<file path="src/rtl/intx_msg_pkg.sv">
package intx_msg_pkg;
   typedef enum logic {
      KIND_DEASSERT = 1'b0,
      KIND_ASSERT   = 1'b1
   } msg_kind_e;

   localparam int unsigned DEF_NUM_PINS    = 4;
   localparam int unsigned DEF_RID_W       = 16;
   localparam int unsigned DEF_SYNC_STAGES = 2;
endpackage

</file>
<file path="src/rtl/intx_pin_tracker.sv">
module intx_pin_tracker #(
   parameter int unsigned SYNC_STAGES = 2
) (
   input  logic clk,
   input  logic rst_n,
   input  logic pin_n_i,
   input  logic clr_a_i,
   input  logic clr_d_i,
   output logic pend_a_o,
   output logic pend_d_o
);
   logic level_n;
   logic prev_n;
   logic fell;
   logic rose;

   generate
      if (SYNC_STAGES == 0) begin : g_nosync
         assign level_n = pin_n_i;
      end else begin : g_sync
         logic [SYNC_STAGES-1:0] chain;
         always_ff @(posedge clk or negedge rst_n) begin
            if (!rst_n) begin
               chain <= '1;
            end else if (SYNC_STAGES == 1) begin
               chain <= pin_n_i;
            end else begin
               chain <= {chain[SYNC_STAGES-2:0], pin_n_i};
            end
         end
         assign level_n = chain[SYNC_STAGES-1];
      end
   endgenerate

   always_ff @(posedge clk or negedge rst_n) begin
      if (!rst_n) begin
         prev_n <= 1'b1;
      end else begin
         prev_n <= level_n;
      end
   end

   assign fell = prev_n & ~level_n;
   assign rose = ~prev_n & level_n;

   // a new edge wins over a clear in the same cycle
   always_ff @(posedge clk or negedge rst_n) begin
      if (!rst_n) begin
         pend_a_o <= 1'b0;
         pend_d_o <= 1'b0;
      end else begin
         if (fell) begin
            pend_a_o <= 1'b1;
         end else if (clr_a_i) begin
            pend_a_o <= 1'b0;
         end
         if (rose) begin
            pend_d_o <= 1'b1;
         end else if (clr_d_i) begin
            pend_d_o <= 1'b0;
         end
      end
   end
endmodule

</file>
<file path="src/rtl/intx_rr_arb.sv">
module intx_rr_arb #(
   parameter int unsigned NUM_REQ = 4,
   parameter int unsigned IDX_W   = 2
) (
   input  logic [NUM_REQ-1:0] req_i,
   input  logic [IDX_W-1:0]   ptr_i,
   output logic               any_o,
   output logic [IDX_W-1:0]   gnt_idx_o
);
   always_comb begin
      int idx;
      any_o     = 1'b0;
      gnt_idx_o = '0;
      for (int k = 0; k < int'(NUM_REQ); k++) begin
         idx = int'(ptr_i) + k;
         if (idx >= int'(NUM_REQ)) begin
            idx = idx - int'(NUM_REQ);
         end
         if (!any_o && req_i[idx]) begin
            any_o     = 1'b1;
            gnt_idx_o = IDX_W'(idx);
         end
      end
   end
endmodule

</file>
<file path="src/rtl/intx_msg_gen.sv">
module intx_msg_gen
   import intx_msg_pkg::*;
#(
   parameter int unsigned NUM_PINS    = DEF_NUM_PINS,
   parameter int unsigned RID_W       = DEF_RID_W,
   parameter int unsigned SYNC_STAGES = DEF_SYNC_STAGES,
   localparam int unsigned PIN_W      = (NUM_PINS < 2) ? 1 : $clog2(NUM_PINS)
) (
   input  logic                clk,
   input  logic                rst_n,
   input  logic [NUM_PINS-1:0] pin_n_i,
   input  logic                tgt_posted_busy_i,
   input  logic [RID_W-1:0]    req_id_i,
   input  logic                buf_ready_i,
   output logic                msg_valid_o,
   output logic [PIN_W-1:0]    msg_pin_o,
   output logic                msg_assert_o,
   output logic [RID_W-1:0]    msg_rid_o,
   output logic                post_retry_o
);
   generate
      if (NUM_PINS < 2) begin : g_bad_pins
         $error("intx_msg_gen: NUM_PINS must be at least 2");
      end
      if (RID_W < 1) begin : g_bad_rid
         $error("intx_msg_gen: RID_W must be at least 1");
      end
      if (SYNC_STAGES > 4) begin : g_bad_sync
         $error("intx_msg_gen: SYNC_STAGES must be 0 to 4");
      end
   endgenerate

   logic [NUM_PINS-1:0] pend_a;
   logic [NUM_PINS-1:0] pend_d;
   logic [NUM_PINS-1:0] clr_a;
   logic [NUM_PINS-1:0] clr_d;
   logic [NUM_PINS-1:0] pend_any;

   logic                hold_vld;
   logic [PIN_W-1:0]    hold_pin;
   msg_kind_e           hold_kind;
   logic [RID_W-1:0]    hold_rid;
   logic [PIN_W-1:0]    rr_ptr;

   logic                arb_any;
   logic [PIN_W-1:0]    arb_idx;
   logic                accept;
   logic                launch;

   assign accept   = hold_vld & buf_ready_i;
   assign pend_any = pend_a | pend_d;
   assign launch   = ~hold_vld & ~tgt_posted_busy_i & arb_any;

   generate
      for (genvar p = 0; p < int'(NUM_PINS); p++) begin : g_pin
         assign clr_a[p] = accept && (hold_pin == PIN_W'(p)) && (hold_kind == KIND_ASSERT);
         assign clr_d[p] = accept && (hold_pin == PIN_W'(p)) && (hold_kind == KIND_DEASSERT);

         intx_pin_tracker #(
            .SYNC_STAGES(SYNC_STAGES)
         ) trk_i (
            .clk     (clk),
            .rst_n   (rst_n),
            .pin_n_i (pin_n_i[p]),
            .clr_a_i (clr_a[p]),
            .clr_d_i (clr_d[p]),
            .pend_a_o(pend_a[p]),
            .pend_d_o(pend_d[p])
         );
      end
   endgenerate

   intx_rr_arb #(
      .NUM_REQ(NUM_PINS),
      .IDX_W  (PIN_W)
   ) arb_i (
      .req_i    (pend_any),
      .ptr_i    (rr_ptr),
      .any_o    (arb_any),
      .gnt_idx_o(arb_idx)
   );

   always_ff @(posedge clk or negedge rst_n) begin
      if (!rst_n) begin
         hold_vld  <= 1'b0;
         hold_pin  <= '0;
         hold_kind <= KIND_DEASSERT;
         hold_rid  <= '0;
      end else if (accept) begin
         hold_vld <= 1'b0;
      end else if (launch) begin
         hold_vld  <= 1'b1;
         hold_pin  <= arb_idx;
         hold_kind <= pend_a[arb_idx] ? KIND_ASSERT : KIND_DEASSERT;
         hold_rid  <= req_id_i;
      end
   end

   always_ff @(posedge clk or negedge rst_n) begin
      if (!rst_n) begin
         rr_ptr <= '0;
      end else if (accept) begin
         if (hold_pin == PIN_W'(NUM_PINS - 1)) begin
            rr_ptr <= '0;
         end else begin
            rr_ptr <= hold_pin + 1'b1;
         end
      end
   end

   assign msg_valid_o  = hold_vld;
   assign msg_pin_o    = hold_pin;
   assign msg_assert_o = (hold_kind == KIND_ASSERT);
   assign msg_rid_o    = hold_rid;
   assign post_retry_o = hold_vld;
endmodule

</file>
<file path="config.mk">
export PLATFORM = sky130hd
export DESIGN_NAME = intx_msg_gen
export DESIGN_NICKNAME = d
export VERILOG_FILES = /design/src/rtl/intx_msg_pkg.sv /design/src/rtl/intx_pin_tracker.sv /design/src/rtl/intx_rr_arb.sv /design/src/rtl/intx_msg_gen.sv
export SDC_FILE = /design/constraint.sdc
export NUM_CORES = 1
export LEC_CHECK = 0
export ABC_CLOCK_PERIOD_IN_PS = 2100
export BUFFER_PORTS_ARGS = -buffer_cell sky130_fd_sc_hd__buf_4
export CORE_ASPECT_RATIO = 2
export CORE_MARGIN = 1
export CORE_UTILIZATION = 50
export DETAILED_ROUTE_END_ITERATION = 8
export GPL_ROUTABILITY_DRIVEN = 0
export PLACE_DENSITY = 0.83
export SYNTH_ARGS = -nofsm -noshare
export SYNTH_HDL_FRONTEND = slang
export SYNTH_SLANG_ARGS = --single-unit
</file>
<file path="constraint.sdc">
create_clock -name clk -period 2.1 [get_ports clk]
set_input_delay 0.105 -clock clk [delete_from_list [all_inputs] [get_ports clk]]
set_output_delay 0.105 -clock clk [all_outputs]
set_load 0.005 [all_outputs]
</file>
# Word level (Yosys, flattened, before mapping)

Cells that the tools add are included.
Widths: inputs -> output; s select.

Input port bits: 24
Bits in registers: 42

Magnitude comparators: 9
Equality and inequality tests: 3
Mux-type cells: 46
Add/sub/neg operators: 8
Reduce and logical (&&, ||, !) cells: 29
Bitwise gates (word level): 24

Operator list:

| kind                  | count |
|---|---|
| $lt 32x4->1 const B   | 4 |
| $mux 32               | 4 |
| $ge 32x4->1 const B   | 3 |
| $sub 32x4->32 const B | 3 |
| $mux 1                | 32 |
| $reduce_bool 2->1     | 9 |
| $logic_and 1x1->1     | 15 |
| $not 1->1             | 12 |
| $and 1x1->1           | 11 |
| $bmux 1 s2            | 5 |
| $mux 2                | 5 |
| $add 2x2->3 const B   | 2 |
| $eq 2x2->1 const B    | 2 |
| $or 4x4->4            | 1 |
| $sub 2x3->4 const B   | 1 |
| $add 2x1->3 const B   | 1 |
| $ge 2x3->1 const B    | 1 |
| $logic_not 1->1       | 3 |
| $lt 2x3->1 const B    | 1 |
| $add 2x1->2 const B   | 1 |
| $eq 2x1->1 const B    | 1 |
| $logic_not 2->1       | 1 |
| $reduce_and 2->1      | 1 |

# Depth between registers and ports, before layout

Word-level depth: 18
Depth in mapped cells: 5
Mapped depth without buffers: 5

# Hierarchy

Synthesis repeated with hierarchy kept, for this count alone.

Cell total of the unflattened synthesis: 126
Area total of the unflattened synthesis: 1709.1 um^2

Modules (own cells, without submodules):

| module           | instances | cells each | seq. area each (um^2) | area an instance (um^2) |
|---|---|---|---|---|
| intx_msg_gen     | 1         | 71         | 550.5                 | 1011.0 |
| intx_pin_tracker | 4         | 10         | 128.9                 | 155.1 |
| intx_rr_arb      | 1         | 15         | 0.0                   | 77.6 |

# Worst setup path after synthesis

No wires, ideal clock.

Path kind: register to register
From: register g_pin[2].trk_i.pend_d_o
To: register hold_rid[0], in the netlist msg_rid_o[0]
Library setup time: 0.125 ns
Arrival: 1.456 ns
Period minus slack after synthesis: 1.581 ns
Stages on the path, launching flop included: 5
Setup slack: 0.519 ns
Data required time: 1.975 ns
Buffers on the path: 1
Cells stage by stage: dfrtp_1 > nor4_2 > a311o_2 > buf_12 > mux2_4

Word-level cells in the longest chain between the ends: 16
Elaborated cells on any way between the ends: 25
Classes of those cells: 16 x mux; 2 x bitwise; 7 x reduce/logical

RTL lines:

| element                                    | line                   | text |
|---|---|---|
| start: declaration                         | intx_pin_tracker.sv:10 | `output logic pend_d_o` |
| start signal: assignment                   | intx_pin_tracker.sv:50 | `pend_d_o <= 1'b0;` |
| start signal: assignment                   | intx_pin_tracker.sv:58 | `pend_d_o <= 1'b1;` |
| start signal: assignment                   | intx_pin_tracker.sv:60 | `pend_d_o <= 1'b0;` |
| $or 4x4->4 (*)                             | intx_msg_gen.sv:51     | `assign pend_any = pend_a \| pend_d;` |
| $bmux 1 s2                                 | intx_rr_arb.sv:19      | `if (!any_o && req_i[idx]) begin` |
| $mux 1 (not written as such) (2 in series) | intx_rr_arb.sv:19      |  |
| $mux 1                                     | intx_rr_arb.sv:19      |  |
| $logic_not 1->1                            | intx_rr_arb.sv:19      |  |
| $logic_and 1x1->1                          | intx_rr_arb.sv:19      |  |
| $mux 1                                     | intx_rr_arb.sv:19      |  |
| $logic_not 1->1                            | intx_rr_arb.sv:19      |  |
| $logic_and 1x1->1                          | intx_rr_arb.sv:19      |  |
| $mux 1                                     | intx_rr_arb.sv:19      |  |
| $logic_not 1->1                            | intx_rr_arb.sv:19      |  |
| $logic_and 1x1->1                          | intx_rr_arb.sv:19      |  |
| $mux 1 (*)                                 | intx_rr_arb.sv:19      |  |
| $and 1x1->1 (*)                            | intx_msg_gen.sv:52     | `assign launch = ~hold_vld & ~tgt_posted_busy_i & arb_any;` |
| $reduce_and 2->1 (no line) (*)             | --                     |  |
| end signal: assignment                     | intx_msg_gen.sv:95     | `hold_rid <= req_id_i;` |
| end: declaration                           | intx_msg_gen.sv:42     | `logic [RID_W-1:0] hold_rid;` |

Every way passes the cells marked *; elsewhere a longest branch is shown, timed or not. The select of a mux whose other input is x is not followed.
A chain may end at the register's enable or synchronous reset.

# Worst setup path after layout

From: register g_pin[2].trk_i.pend_a_o
To: register hold_kind, in the netlist msg_assert_o

Word-level cells in the longest chain between the ends: 17
Elaborated cells on any way between the ends: 32
Classes of those cells: 23 x mux; 2 x bitwise; 7 x reduce/logical

RTL lines:

| element                                    | line                   | text |
|---|---|---|
| start: declaration                         | intx_pin_tracker.sv:9  | `output logic pend_a_o,` |
| start signal: assignment                   | intx_pin_tracker.sv:49 | `pend_a_o <= 1'b0;` |
| start signal: assignment                   | intx_pin_tracker.sv:53 | `pend_a_o <= 1'b1;` |
| start signal: assignment                   | intx_pin_tracker.sv:55 | `pend_a_o <= 1'b0;` |
| $or 4x4->4                                 | intx_msg_gen.sv:51     |  |
| $bmux 1 s2                                 | intx_rr_arb.sv:19      |  |
| $mux 1 (not written as such) (2 in series) | intx_rr_arb.sv:19      |  |
| $mux 1                                     | intx_rr_arb.sv:19      |  |
| $logic_not 1->1                            | intx_rr_arb.sv:19      |  |
| $logic_and 1x1->1                          | intx_rr_arb.sv:19      |  |
| $mux 1                                     | intx_rr_arb.sv:19      |  |
| $logic_not 1->1                            | intx_rr_arb.sv:19      |  |
| $logic_and 1x1->1                          | intx_rr_arb.sv:19      |  |
| $mux 1                                     | intx_rr_arb.sv:19      |  |
| $logic_not 1->1                            | intx_rr_arb.sv:19      |  |
| $logic_and 1x1->1                          | intx_rr_arb.sv:19      |  |
| $mux 2                                     | intx_rr_arb.sv:19      |  |
| $bmux 1 s2                                 | intx_msg_gen.sv:94     | `hold_kind <= pend_a[arb_idx] ? KIND_ASSERT : KIND_DEASSERT;` |
| $mux 1 (not written as such)               | intx_msg_gen.sv:94     |  |
| $mux 1                                     | intx_msg_gen.sv:94     |  |
| end signal: assignment                     | intx_msg_gen.sv:94     |  |
| end: declaration                           | intx_msg_gen.sv:41     | `msg_kind_e hold_kind;` |

Several ways; a longest one is shown, not always the timed one. The select of a mux whose other input is x is not followed.

==> summary.md <==
| Metric | Value |
|---|---|
| Clock sink total | 42 |
| FF-to-FF path depth | 5 |
| Final setup fails | 0 |
| Compound-Gate Fraction of Synth Area | about a tenth |
| Die width | around 44 microns |
| WL/cell | ~18 microns |
| Largest net degree at the start of global routing | 43 |
| Starting Density | between 50% and 60% |
| Initial antenna violation count | 0 |
| Clk Latency, worst-skew pair | roughly 0.3 ns |
| Vias in the first global route | 1347 |
| Origin of the worst setup path | g_pin[2].trk_i.pend_a_o$_DFFE_PN0P_ |
| Arrival time at the worst endpoint | ~1.9 ns |
| Fillers | approximately 230 |
| Mapped Avg Cell Area | 13.7 sq um |
| P_leak | 0.00109 uW |
| Yosys warning count | 0 |
| Syn Nets | 155 |
| WP data required | between 2 and 2.5 ns |
| Status | finished with violations |
| Grt peak-use layer | met2 |
| Hold WC Path Type | in2reg |
| Post-route DRC | 1 |
| CTS Buf Count | 5 |
| Final WL | 3.79 mm |
| Cell Area, Synth | about 0.0017 sq mm |
| CP Launch Type | flop |
| Slew Viols, Final | 0 |
| Iteration-0 DRC Markers | 56 |
| Multiplexer share of the synthesized area | around 14% |
| Leading area contributor after synthesis | dfrtp_1 |
| Type of the worst setup path | reg2reg |
| Synth unique cells | 30 |
| Worst Setup EP | msg_assert_o$_DFFE_PN0P_ |
| Violated checks | DRC |
| Die Area | 0.00375 sq mm |
| Worst-path clk slew | 0.08 ns |
| Worst VDD drop | ~0.64 mV |
| Final setup margin | ~0.38 ns |
| Post-Syn Instances | about 130 |
| Longest Clk Path Bufs | 2 |
| Final period util | around 82% |
| Slew HR | 66.5% |
| Most common cell after layout, fill and taps aside | buf_4 |
| Commonest non-fill, non-tap cells in the layout | 44 x buf_4, 30 x dfrtp_1, 13 x mux2_4, 13 x nand2_1, 12 x dfstp_2 |
| Largest family of logic cells by synthesized area | multiplexers |
| GR met1 Demand/Resource | about a quarter |
| H-Tree Depth | 2 |
| CORE AREA | about 0.0034 sq mm |
| Setup TNS | 0 ns |
| Adder-Cell Fraction of Synth Area | 2.87% |
| Met2 Usage GRT | between 30% and 40% |
| Max Cap Violations | 0 |
| Worst R2R Start | g_pin[2].trk_i.pend_a_o$_DFFE_PN0P_ |
| Antenna-violating nets left | 0 |
| RR Endpoint | msg_assert_o$_DFFE_PN0P_ |
| Dpl hpwl | 2.63 mm |
| DR pass1 iterations | 7 |
| Slew @ Worst Pin | between 0.5 and 0.6 ns |
| Layout area overhead | 28.5% |
| # IOs | 45 |
| Final Hold Violating Endpoints | 0 |
| Seq cells post-synth | 42 |
| Crit path max fanout | 4 |
| Post-synthesis sequential area ratio | about three fifths |
| Max Clock Freq | a little under 600 MHz |
| Clock Root Buffer | clkbuf_8 |
| Setup WS pre-CTS | ~0.42 ns |
| GRT overflow | 0 |
| GRT Overall Usage | a little under a quarter |
| Post-Synth XOR/XNOR Area | 0% |
| Unrepaired setup endpoints after global routing | no |
| Chip Height | around 86 microns |
| Vias/cell | 5.86 |
| Post-Synth Simple-Gate Area | around 7.7% |
| Share of cells above drive strength 1 | a little under half |
| Clk_skew | 0.00672 ns |
| Diode count | 0 |
| Port bufs | 44 |
| Minimum clock period | approximately 1.7 ns |
| Routed via count | roughly 1.3k |
| Final #Nets | 209 |
| Synth top area share | a little over two fifths |
| Area contributors post-synth | dfrtp_1 43%, dfstp_2 18%, mux2_4 11% |
| Met3 Usage GRT | 5.05% |
| R2R setup slack | ~0.38 ns |
| Post-CTS Setup Bufs | 0 |
| CP Capture Type | flop |
| PD cells | ~1100 mW/mm^2 |
| Std cell rows | 30 |
| CTS tree | built |
| First-pass GRT wire length | 6.04 mm |
==> sequential cells by signal, indices dropped and copies added, names as in the netlist <==
signal / cells
g_pin.trk_i.g_sync.chain: 8
msg_assert_o: 1
rr_ptr: 2
msg_valid_o: 1
msg_rid_o: 16
g_pin.trk_i.pend_d_o: 4
g_pin.trk_i.prev_n: 4
g_pin.trk_i.pend_a_o: 4
msg_pin_o: 2
==> critical path: stages, from the launching register on <==
cell      delay, ns
dfrtp_1        0.43
nor2_1         0.23
o22ai_1        0.14
a211o_1        0.35
a211oi_1       0.33
o31ai_1        0.13
==> per-layer routing <==
layer | part of all wire [%] | wire length [microns] | vias up
met5 | 0 | 0 | -
met4 | 4.9 | 187 | 0
met3 | 4.8 | 180 | 18
met2 | 54 | 2060 | 56
met1 | 36 | 1360 | 619
li1 | - | - | 560
==> worst min-delay path by stage <==
stage,cells after the start,endpoint,slack [ns],from
finish,2,msg_rid_o[4]$_DFFE_PN0P_,0.03,req_id_i[4]
global route,2,msg_rid_o[4]$_DFFE_PN0P_,0.02,req_id_i[4]
CTS,2,msg_rid_o[4]$_DFFE_PN0P_,0.02,req_id_i[4]
detailed placement,1,msg_rid_o[14]$_DFFE_PN0P_,0.11,rst_n
global placement,1,msg_rid_o[14]$_DFFE_PN0P_,0.09,rst_n
floorplan,0,g_pin[0].trk_i.pend_a_o$_DFFE_PN0P_,-0.19,rst_n
==> metrics by stage <==
stage | utilization (%) | hold slack (ns) | total power [uW] | area, sq um | instances
2_1_floorplan | - | -0.191 | 1510 | 1750 | 127
3_3_place_gp | 62.1 | 0.0937 | 1790 | 2100 | 201
3_5_place_dp | 62.1 | 0.108 | 1850 | 2100 | 201
4_1_cts | 66.4 | 0.0151 | 2420 | 2240 | 214
5_1_grt | 66.4 | 0.0226 | 2520 | 2240 | 214
6_report | 66.4 | 0.0274 | 2410 | 2240 | 214
==> synthesized netlist by cell type <==
| cell | number |
|---|---|
| dfrtp_1 | 30 |
| mux2_4 | 13 |
| nand2_1 | 13 |
| dfstp_2 | 12 |
| inv_1 | 8 |
| o21ai_0 | 8 |
| nor2_1 | 6 |
| a22o_1 | 4 |
| ha_1 | 4 |
| mux2_2 | 4 |
| nand4_1 | 4 |
| a211o_1 | 2 |
| o31ai_1 | 2 |
| a211oi_1 | 1 |
| a211oi_2 | 1 |
| a21bo_2 | 1 |
| a21o_1 | 1 |
| a21oi_1 | 1 |
| a221oi_1 | 1 |
| a311o_2 | 1 |
| and3b_1 | 1 |
| buf_12 | 1 |
| buf_4 | 1 |
| buf_6 | 1 |
| nor2_2 | 1 |
| nor2b_1 | 1 |
| nor3_1 | 1 |
| nor4_2 | 1 |
| o22ai_1 | 1 |
| o41ai_1 | 1 |
==> cells by family after synthesis <==
kind of cell	after synthesis
AOI/OAI and AO/OA	25
adders and majority gates	4
buffers and inverters	11
DFF	42
muxes	17
and+or+nand+nor	28
==> report_power, final <==
part / switching (uW) / internal (uW) / leakage, uW
Clock: 281 / 264 / 0.0000472
Combinational: 290 / 400 / 0.000581
Sequential: 186 / 985 / 0.000460
Total: 757 / 1650 / 0.00109
==> repair_timing <==
action                                 in CTS  in global routing
hold buffers                                5                  0
resized for setup                           0                  0
endpoints found under the hold margin      34                  0
==> cell type report <==
| class | count | area [sq um] | share of cell area (%) |
|---|---|---|---|
| sequential | 42 | 1070 | 47.5 |
| timing repair buffer | 50 | 400 | 17.9 |
| tap | 32 | 40.0 | 1.79 |
| inverter | 8 | 30.0 | 1.34 |
| clock buffer | 6 | 82.6 | 3.68 |
| multi-input combinational | 74 | 611 | 27.2 |
| clock inverter | 2 | 12.5 | 0.558 |
No activity file was read; power rests on OpenSTA's default activity.
